[src/rtl/pls_pkg.sv]
package pls_pkg;
  localparam int SEG_BITS = 4;
  localparam int PHASES   = SEG_BITS + 1;

  typedef struct packed {
    logic                tmpPulse;
    logic [SEG_BITS-1:0] dataPulse;
  } pulse_t;
endpackage

[src/rtl/pls_sequencer.sv]
module pls_sequencer
  import pls_pkg::*;
(
  input  logic   clk,
  input  logic   rst,
  input  logic   shiftReq,
  output pulse_t pulses,
  output logic   busy,
  output logic   done
);
  localparam int PW = $clog2(PHASES);
  localparam logic [PW-1:0] LAST = PW'(PHASES - 1);

  logic          active;
  logic [PW-1:0] phase;

  always_ff @(posedge clk) begin
    if (rst) begin
      active <= 1'b0;
      phase  <= '0;
      done   <= 1'b0;
    end else begin
      done <= 1'b0;
      if (!active) begin
        if (shiftReq) begin
          active <= 1'b1;
          phase  <= '0;
        end
      end else if (phase == LAST) begin
        active <= 1'b0;
        phase  <= '0;
        done   <= 1'b1;
      end else begin
        phase <= phase + 1'b1;
      end
    end
  end

  always_comb begin
    pulses = '0;
    if (active) begin
      pulses.tmpPulse = (phase == '0);
      for (int k = 0; k < SEG_BITS; k++) begin
        if (phase == PW'(SEG_BITS - k)) pulses.dataPulse[k] = 1'b1;
      end
    end
  end

  assign busy = active;

  a_r3_one_pulse: assert property (@(posedge clk) disable iff (rst)
    $onehot0({pulses.tmpPulse, pulses.dataPulse}));
  a_r3_order: assert property (@(posedge clk) disable iff (rst)
    pulses.tmpPulse |=> pulses.dataPulse[SEG_BITS-1]);
  a_r2_start: assert property (@(posedge clk) disable iff (rst)
    (!busy && shiftReq) |=> (busy && pulses.tmpPulse));
  a_r2_done_after_last: assert property (@(posedge clk) disable iff (rst)
    pulses.dataPulse[0] |=> (done && !busy));
  a_r6_busy_holds: assert property (@(posedge clk) disable iff (rst)
    (busy && !pulses.dataPulse[0]) |=> busy);
  a_r9_done_single: assert property (@(posedge clk) disable iff (rst)
    done |=> !done);
endmodule

[src/rtl/pls_segment.sv]
module pls_segment
  import pls_pkg::*;
(
  input  logic                clk,
  input  logic                rst,
  input  pulse_t              pulses,
  input  logic                segIn,
  output logic [SEG_BITS-1:0] dataQ,
  output logic                tmpQ
);
  always_ff @(posedge clk) begin
    if (rst)                  tmpQ <= 1'b0;
    else if (pulses.tmpPulse) tmpQ <= dataQ[SEG_BITS-1];
  end

  for (genvar k = 0; k < SEG_BITS; k++) begin : g_elem
    logic srcBit;
    if (k == 0) begin : g_first
      assign srcBit = segIn;
    end else begin : g_inner
      assign srcBit = dataQ[k-1];
    end

    always_ff @(posedge clk) begin
      if (rst)                       dataQ[k] <= 1'b0;
      else if (pulses.dataPulse[k]) dataQ[k] <= srcBit;
    end

    a_r8_hold: assert property (@(posedge clk) disable iff (rst)
      !pulses.dataPulse[k] |=> $stable(dataQ[k]));
  end
endmodule

[src/rtl/pls_datapath.sv]
module pls_datapath
  import pls_pkg::*;
#(
  parameter int NUM_SEGS = 64,
  localparam int DEPTH = NUM_SEGS * SEG_BITS
) (
  input  logic             clk,
  input  logic             rst,
  input  pulse_t           pulses,
  input  logic             serialIn,
  output logic [DEPTH-1:0] snapshot,
  output logic             serialOut
);
  logic [NUM_SEGS-1:0] tmpChain;

  for (genvar s = 0; s < NUM_SEGS; s++) begin : g_seg
    logic segIn;
    if (s == 0) begin : g_head
      assign segIn = serialIn;
    end else begin : g_link
      assign segIn = tmpChain[s-1];
    end

    pls_segment u_seg (
      .clk   (clk),
      .rst   (rst),
      .pulses(pulses),
      .segIn (segIn),
      .dataQ (snapshot[s*SEG_BITS +: SEG_BITS]),
      .tmpQ  (tmpChain[s])
    );
  end

  assign serialOut = snapshot[DEPTH-1];

  a_r7_out_stable: assert property (@(posedge clk) disable iff (rst)
    !pulses.dataPulse[SEG_BITS-1] |=> $stable(serialOut));
  a_r5_tail_copy: assert property (@(posedge clk) disable iff (rst)
    pulses.tmpPulse |=> (tmpChain[NUM_SEGS-1] == serialOut));
endmodule

[src/rtl/segmented_latch_shifter.sv]
module segmented_latch_shifter
  import pls_pkg::*;
#(
  parameter int NUM_SEGS = 64,
  localparam int DEPTH = NUM_SEGS * SEG_BITS
) (
  input  logic             clk,
  input  logic             rst,
  input  logic             serialIn,
  input  logic             shiftReq,
  output logic             busy,
  output logic             done,
  output logic             serialOut,
  output logic [DEPTH-1:0] snapshot
);
  pulse_t pulses;

  pls_sequencer u_ctrl (
    .clk     (clk),
    .rst     (rst),
    .shiftReq(shiftReq),
    .pulses  (pulses),
    .busy    (busy),
    .done    (done)
  );

  pls_datapath #(.NUM_SEGS(NUM_SEGS)) u_data (
    .clk      (clk),
    .rst      (rst),
    .pulses   (pulses),
    .serialIn (serialIn),
    .snapshot (snapshot),
    .serialOut(serialOut)
  );
endmodule

[config.mk]
export PLATFORM = sky130hd
export DESIGN_NAME = segmented_latch_shifter
export DESIGN_NICKNAME = d
export VERILOG_FILES = /design/src/rtl/pls_pkg.sv /design/src/rtl/pls_sequencer.sv /design/src/rtl/pls_segment.sv /design/src/rtl/pls_datapath.sv /design/src/rtl/segmented_latch_shifter.sv
export SDC_FILE = /design/constraint.sdc
export NUM_CORES = 1
export LEC_CHECK = 0
export ABC_AREA = 1
export ABC_CLOCK_PERIOD_IN_PS = 1500
export BUFFER_PORTS_ARGS = -buffer_cell sky130_fd_sc_hd__buf_2
export CAP_MARGIN = 20
export CORE_AREA = 5 5 221 223
export CTS_CLUSTER_SIZE = 12
export DETAILED_ROUTE_END_ITERATION = 10
export DIE_AREA = 0 0 226 228
export MAX_ROUTING_LAYER = met4
export PLACE_DENSITY = 0.54
export SLEW_MARGIN = 20
export SYNTH_ARGS = -nofsm -noshare
export SYNTH_HDL_FRONTEND = slang
export SYNTH_SLANG_ARGS = --single-unit
[constraint.sdc]
create_clock -name clk -period 1.5 [get_ports clk]
set_input_delay 0.375 -clock clk [delete_from_list [all_inputs] [get_ports clk]]
set_output_delay 0.375 -clock clk [all_outputs]
set_load 0.01 [all_outputs]
==> results.yml, run 1 <==
run_status:
  outcome: "complete, no violations"
power:
  power.density_nw_per_um2: 1216
  power_frac_seq: 0.459
  swShare: 0.2376
  ir_drop_v: 0.0007409
  intPower_w: 0.01512
  switchingPower_w: 0.004710
  p_total_w: 0.01983
  p_leak_nw: 9.066
  power_frac_comb: 0.073
  clockPowerShare: 0.468
floorplan:
  ioPinCount: 263
  rows: 79
  coreArea_um2: 46360
  die-area_um2: 51530
  fp.dieW_um: 226
  die_h_um: 228
  start_util: 0.2987
placed_design:
  hpwlAfterDp_mm: 24.33
  placed_area_um2: 14580
  dp_cells: 2605
  place_congestion: 0.7643
  port_buffers: 262
clock_tree:
  cts_num_sinks: 324
  cts_made_buffers: 38
  cts_tree: "yes"
  clk-insertion-delay-late_ns: 0.54
  htree_levels: 2
  clk_pin_slew_ns: 0.06
  cts_buffer_depth: 3
  root_buffer: "clkbuf_16"
route:
  drt_iter0_drc: 573
  drtAntennaViolNets: 0
  viasPerCell: 4.174
  vias: 11200
  drc: 0
  wire_per_inst_um: 14.64
  wl_mm: 39.30
  first_pass_iters: 4
setup_path:
  path_delay_family: "flip-flops"
  worstPathCellList: "buf_2"
  crit_path_end_kind: "output port"
  crit_arrival_ns: 1.07
  start_kind: "register"
  crit_required_ns: 1.12
  r2r_slack_ns: 0.06
  path_max_fanout: 3
  slowest_delay_ns: 0.38
  path_class: "reg -> out"
  path_buf_inv: 1
  critPathSlowestCell: "dfxtp_1"
yosys:
  synthDominantCellAreaShare: 0.4684
  syn_nets: 1998
  yosys-top-cells-area: "dfxtp_1 47%, nand2_1 14%, nor2_1 14%"
  yosys.area.top_type: "dfxtp_1"
  synth-edff-count: 0
  yosysUniqueCellTypes: 17
  avgSynthCellArea_um2: 6.962
  ys_seq_elements: 324
  synthTopCellsByCount: "515 x nand2_1, 514 x nor2_1, 324 x dfxtp_1, 206 x buf_4, 193 x inv_1"
  synth_area_um2: 13850
  syn_inst: 1989
  synthFlopType: "dfxtp_1"
  ys_warn_count: 0
  async_flop_share: 0
  synth.most_common_cell: "nand2_1"
  yosysSeqAreaShare: 0.4684
global_routing:
  grt_usage: 0.1426
  grt_first_pass_wirelength_mm: 58.63
  grt_max_degree: 59
  antenna_found_initial: 1
  grt_pass1_vias: 10510
  grt_overflow_total: 0
timing:
  period_share: 0.9662
  hold_viol: 0
  clock_skew_ns: 0.01744
  setup_viol_count_final: 0
  slew_headroom: 0.7389
  worst_slew_pin_slew_ns: 0.3916
  timing.fmax_ghz: 0.6900
  drv_slew: 0
  post-route-min-period_ns: 1.449
layout:
  areaGrowthSynthToFinish_pct: 17.70
  instances_no_fill: 2684
  nets: 2062
  postLayoutCellArea_um2: 16300
  drive_gt1_frac: 0.2230
min_path:
  hold_class: "in -> reg"
run:
  maxCapViolCount: 0
[placed cells by master, fill, tap and decap left out, drive strengths merged]
cell type,count
buf,312
bufbuf,1
nand2,515
a21oi,3
bufinv,3
o21ai,65
ha,5
diode,1
nor2,514
clkinv,4
inv,196
clkinvlp,1
dfxtp,324
nand3b,1
clkbuf,63
nand3,69
[cell type report]
class | count | area, um2
repair buffers | 321 | 2273
multi-input cells | 1172 | 4698
clock inverters | 8 | 117.6
well taps | 607 | 759.5
fillers | 4895 | 30060
clock buffers | 55 | 1119
diodes | 1 | 2.502
flip-flops and latches | 324 | 6581
inverters | 196 | 748.2
[repair_timing]
action                     4_1_cts  5_1_grt
setup endpoints to repair       53      268
resized for setup               32       69
pin swaps                        1        3
hold buffers                     0        0
gates cloned                     1        9
setup buffers                    2        3
[layer usage]
metal  wire, um  vias to the layer above  GRT usage
li1           -                     5811          -
met1      18490                     5154     0.1835
met2      18160                      200     0.2261
met3       2065                       38    0.03686
met4        571                        0    0.03329
met5          0                        -          -
[flip-flops by register name (all words and copies together), names as in the netlist]
signal                            cells
u_data.g_seg.u_seg.g_elem.srcBit    192
u_data.g_seg.u_seg.dataQ             64
u_data.g_seg.u_seg.tmpQ              63
u_ctrl.phase                          3
u_ctrl.busy                           1
u_ctrl.done                           1
[cells by family (layout without fill, tap and decap cells)]
kind of cell             count (synthesis)  count (layout)  synth area share
AO/OA/AOI/OAI                           68              68           0.02457
adder cells (fa/ha/maj)                  5               5          0.004518
buffers and inverters                  493             580            0.1974
flip-flops                             324             324            0.4684
other                                    0               1                 0
AND/OR/NAND/NOR                       1099            1099            0.3051
[worst paths after layout]
kind	to	depth (start not counted)	start
max	snapshot[212]	1	u_data.g_seg[53].u_seg.g_elem[1].srcBit
min	u_data.g_seg[0].u_seg.g_elem[1].srcBit	3	serialIn
max reg2reg	u_data.g_seg[10].u_seg.g_elem[3].srcBit	7	u_ctrl.phase[0]
min reg2reg	u_data.g_seg[44].u_seg.g_elem[1].srcBit	2	u_data.g_seg[43].u_seg.tmpQ
[power by group through the flow]
stage          combinational [W]  sequential (W)  clock [W]
2_1_floorplan           0.000940         0.00925          0
3_3_place_gp             0.00131         0.00926          0
3_5_place_dp             0.00134         0.00927          0
4_1_cts                  0.00139         0.00909    0.00956
5_1_grt                  0.00167         0.00913    0.00991
6_report                 0.00145         0.00909    0.00929
[metrics by stage]
stage	TNS, ns	hold slack (ns)	utilization	setup WS, ns
floorplan	0	0.4188	-	0.1860
global placement	0	0.4230	0.3146	0.04229
detailed placement	0	0.4312	0.3146	0.002710
CTS	-0.01560	0.006104	0.3436	-0.01560
global route	-0.01495	0.01783	0.3516	-0.005697
finish	0	0.05026	0.3516	0.05073
Power figures use the tool's default switching activity.
==> run 2: changes to the inputs <==
--- a/config.mk
+++ b/config.mk
@@ -7,14 +7,14 @@
 export LEC_CHECK = 0
 export ABC_AREA = 1
 export ABC_CLOCK_PERIOD_IN_PS = 1500
-export BUFFER_PORTS_ARGS = -buffer_cell sky130_fd_sc_hd__buf_2
 export CAP_MARGIN = 20
 export CORE_AREA = 5 5 221 223
 export CTS_CLUSTER_SIZE = 12
 export DETAILED_ROUTE_END_ITERATION = 10
 export DIE_AREA = 0 0 226 228
+export DONT_BUFFER_PORTS = 1
 export MAX_ROUTING_LAYER = met4
-export PLACE_DENSITY = 0.54
+export PLACE_DENSITY = 0.49
 export SLEW_MARGIN = 20
 export SYNTH_ARGS = -nofsm -noshare
 export SYNTH_HDL_FRONTEND = slang
==> run 2 against run 1 <==
Net effect: routed wire length shrank 1.8%; final area shrank 8.1%; largest power group unchanged; first-iteration DRC count decreased by 8.6%; largest cell class unchanged; highest routed layer unchanged; clock skew fell by 0.0094 ns.
==> results.yml, run 2 (synthesized netlist as in run 1, its figures left out) <==
setup_path:
  start_kind: "register"
  crit_arrival_ns: 1.92
  crit_required_ns: 1.98
  critPathSlowestCell: "dfxtp_2"
  slowest_delay_ns: 0.34
  worstPathCellList: "inv_2 -> ha_4 -> nand3_4 -> nor2_4 -> buf_12 -> buf_12 -> nand2_1 -> nand2_1"
  path_buf_inv: 3
  path_class: "reg -> reg"
  path_max_fanout: 11
  crit_path_end_kind: "register"
  path_delay_family: "simple AND/OR/NAND/NOR gates"
timing:
  clock_skew_ns: 0.008049
  period_share: 0.9621
  setup_viol_count_final: 0
  timing.fmax_ghz: 0.6929
  drv_slew: 0
  slew_headroom: 0.7374
  worst_slack_ns: 0.05683
  post-route-min-period_ns: 1.443
  hold_viol: 0
  worst_slew_pin_slew_ns: 0.3939
placed_design:
  placed_area_um2: 13280
  pre_cts_ws_ns: -0.03929
  place_congestion: 0.7457
  dp_cells: 2340
  hpwlAfterDp_mm: 23.69
  port_buffers: 0
floorplan:
  fp.dieW_um: 226
  coreArea_um2: 46360
  start_util: 0.2987
  die_h_um: 228
  rows: 79
  ioPinCount: 263
  die-area_um2: 51530
power:
  p_leak_nw: 7.633
  ir_drop_v: 0.0008382
  p_total_w: 0.01977
  power.density_nw_per_um2: 1320
global_routing:
  grt_pass1_vias: 9318
  antenna_found_initial: 0
  grt_usage: 0.1360
  grt_overflow_total: 0
  grt_first_pass_wirelength_mm: 55.12
  grt_max_degree: 49
route:
  first_pass_iters: 5
  drc: 0
  viasPerCell: 4.242
  wl_mm: 38.57
  wire_per_inst_um: 15.89
  drt_iter0_drc: 524
  vias: 10300
  drtAntennaViolNets: 0
min_path:
  hold_class: "in -> reg"
clock_tree:
  htree_levels: 2
  cts_tree: "yes"
  cts_buffer_depth: 3
  clk-insertion-delay-late_ns: 0.53
  cts_made_buffers: 39
  cts_num_sinks: 324
  root_buffer: "clkbuf_16"
  clk_pin_slew_ns: 0.06
layout:
  fillers: 4877
  postLayoutCellArea_um2: 14980
  instances_no_fill: 2428
  drive_gt1_frac: 0.07578
  most-common-layout-cells: "514 x nand2_1, 511 x nor2_1, 321 x dfxtp_1, 191 x inv_1, 65 x nand3_1"
  areaGrowthSynthToFinish_pct: 8.159
  nets: 1803
  num_antenna_cells: 0
  largest_reg_flops: 192
  final_common_cell: "nand2_1"
run_status:
  outcome: "complete, no violations"
run:
  maxCapViolCount: 0
run 2: changes by cell type in the layout (fill, tap and decap cells not counted), moves of 3 or more:
cell | before | now
dlygate4sd3_1 | 0 | 3
clkbuf_8 | 4 | 10
buf_2 | 251 | 0
buf_4 | 34 | 15
clkbuf_1 | 10 | 6
dfxtp_2 | 76 | 2
dfxtp_1 | 248 | 321
buf_12 | 22 | 29
clkinv_2 | 4 | 8
run 2: layout make-up:
type	count	area, um2	area share
Tap cell	607	759.5	0.05071
Inverter	196	748.2	0.04995
Sequential cell	324	6492	0.4335
Clock inverter	11	86.33	0.005764
Multi-Input combinational cell	1172	4703	0.3140
Timing Repair Buffer	61	1002	0.06691
Clock buffer	57	1186	0.07919
run 2: timing repair:
item	in CTS	in global routing
endpoints found under the hold margin	4	0
endpoints found under the setup margin	117	220
pin swaps	1	2
gates cloned	1	10
hold buffers	3	0
setup buffers	3	4
resized for setup	5	18
run 2: path summary, 6_finish.rpt:
kind	startpoint	end	slack, ns	cells after the start
worst max register to register	u_ctrl.phase[0]	u_data.g_seg[22].u_seg.g_elem[1].srcBit	0.06	8
worst max-delay path	u_ctrl.phase[0]	u_data.g_seg[22].u_seg.g_elem[1].srcBit	0.06	8
worst min register to register	u_data.g_seg[51].u_seg.tmpQ	u_data.g_seg[52].u_seg.g_elem[1].srcBit	0.44	2
worst min-delay path	rst	u_ctrl.done	0.11	2
run 2: per-stage QoR:
stage          setup TNS (ns)  utilization  hold WS [ns]
4_1_cts              -0.02153       0.3161       0.06963
3_3_place_gp         -0.01861       0.2864        0.4217
3_5_place_dp          -0.4224       0.2864        0.4297
5_1_grt               -0.1601       0.3231       0.07646
6_report                    0       0.3231        0.1052
2_1_floorplan               0            -        0.4188
run 2: where the power goes:
group | internal [W] | leakage, nW | total [W] | switching, W
Clock | 0.00564 | 0.634 | 0.00935 | 0.00371
Sequential | 0.00889 | 2.63 | 0.00918 | 0.000286
Combinational | 0.000482 | 4.37 | 0.00124 | 0.000758
Total | 0.0150 | 7.63 | 0.0198 | 0.00476
run 2: worst register-to-register path: cells and delay by family (launching register included):
| family | cells | cell delay (ns) |
|---|---|---|
| adders and majority gates | 1 | 0.18 |
| and+or+nand+nor | 4 | 0.47 |
| buffers and inverters | 3 | 0.39 |
| DFF | 1 | 0.34 |
run 2: metal layers:
metal	up-vias	track usage	wire, um
li1	5300	-	-
met1	4733	0.1662	17200
met2	220	0.2155	17820
met3	47	0.04675	2807
met4	0	0.03575	740
met5	-	-	0
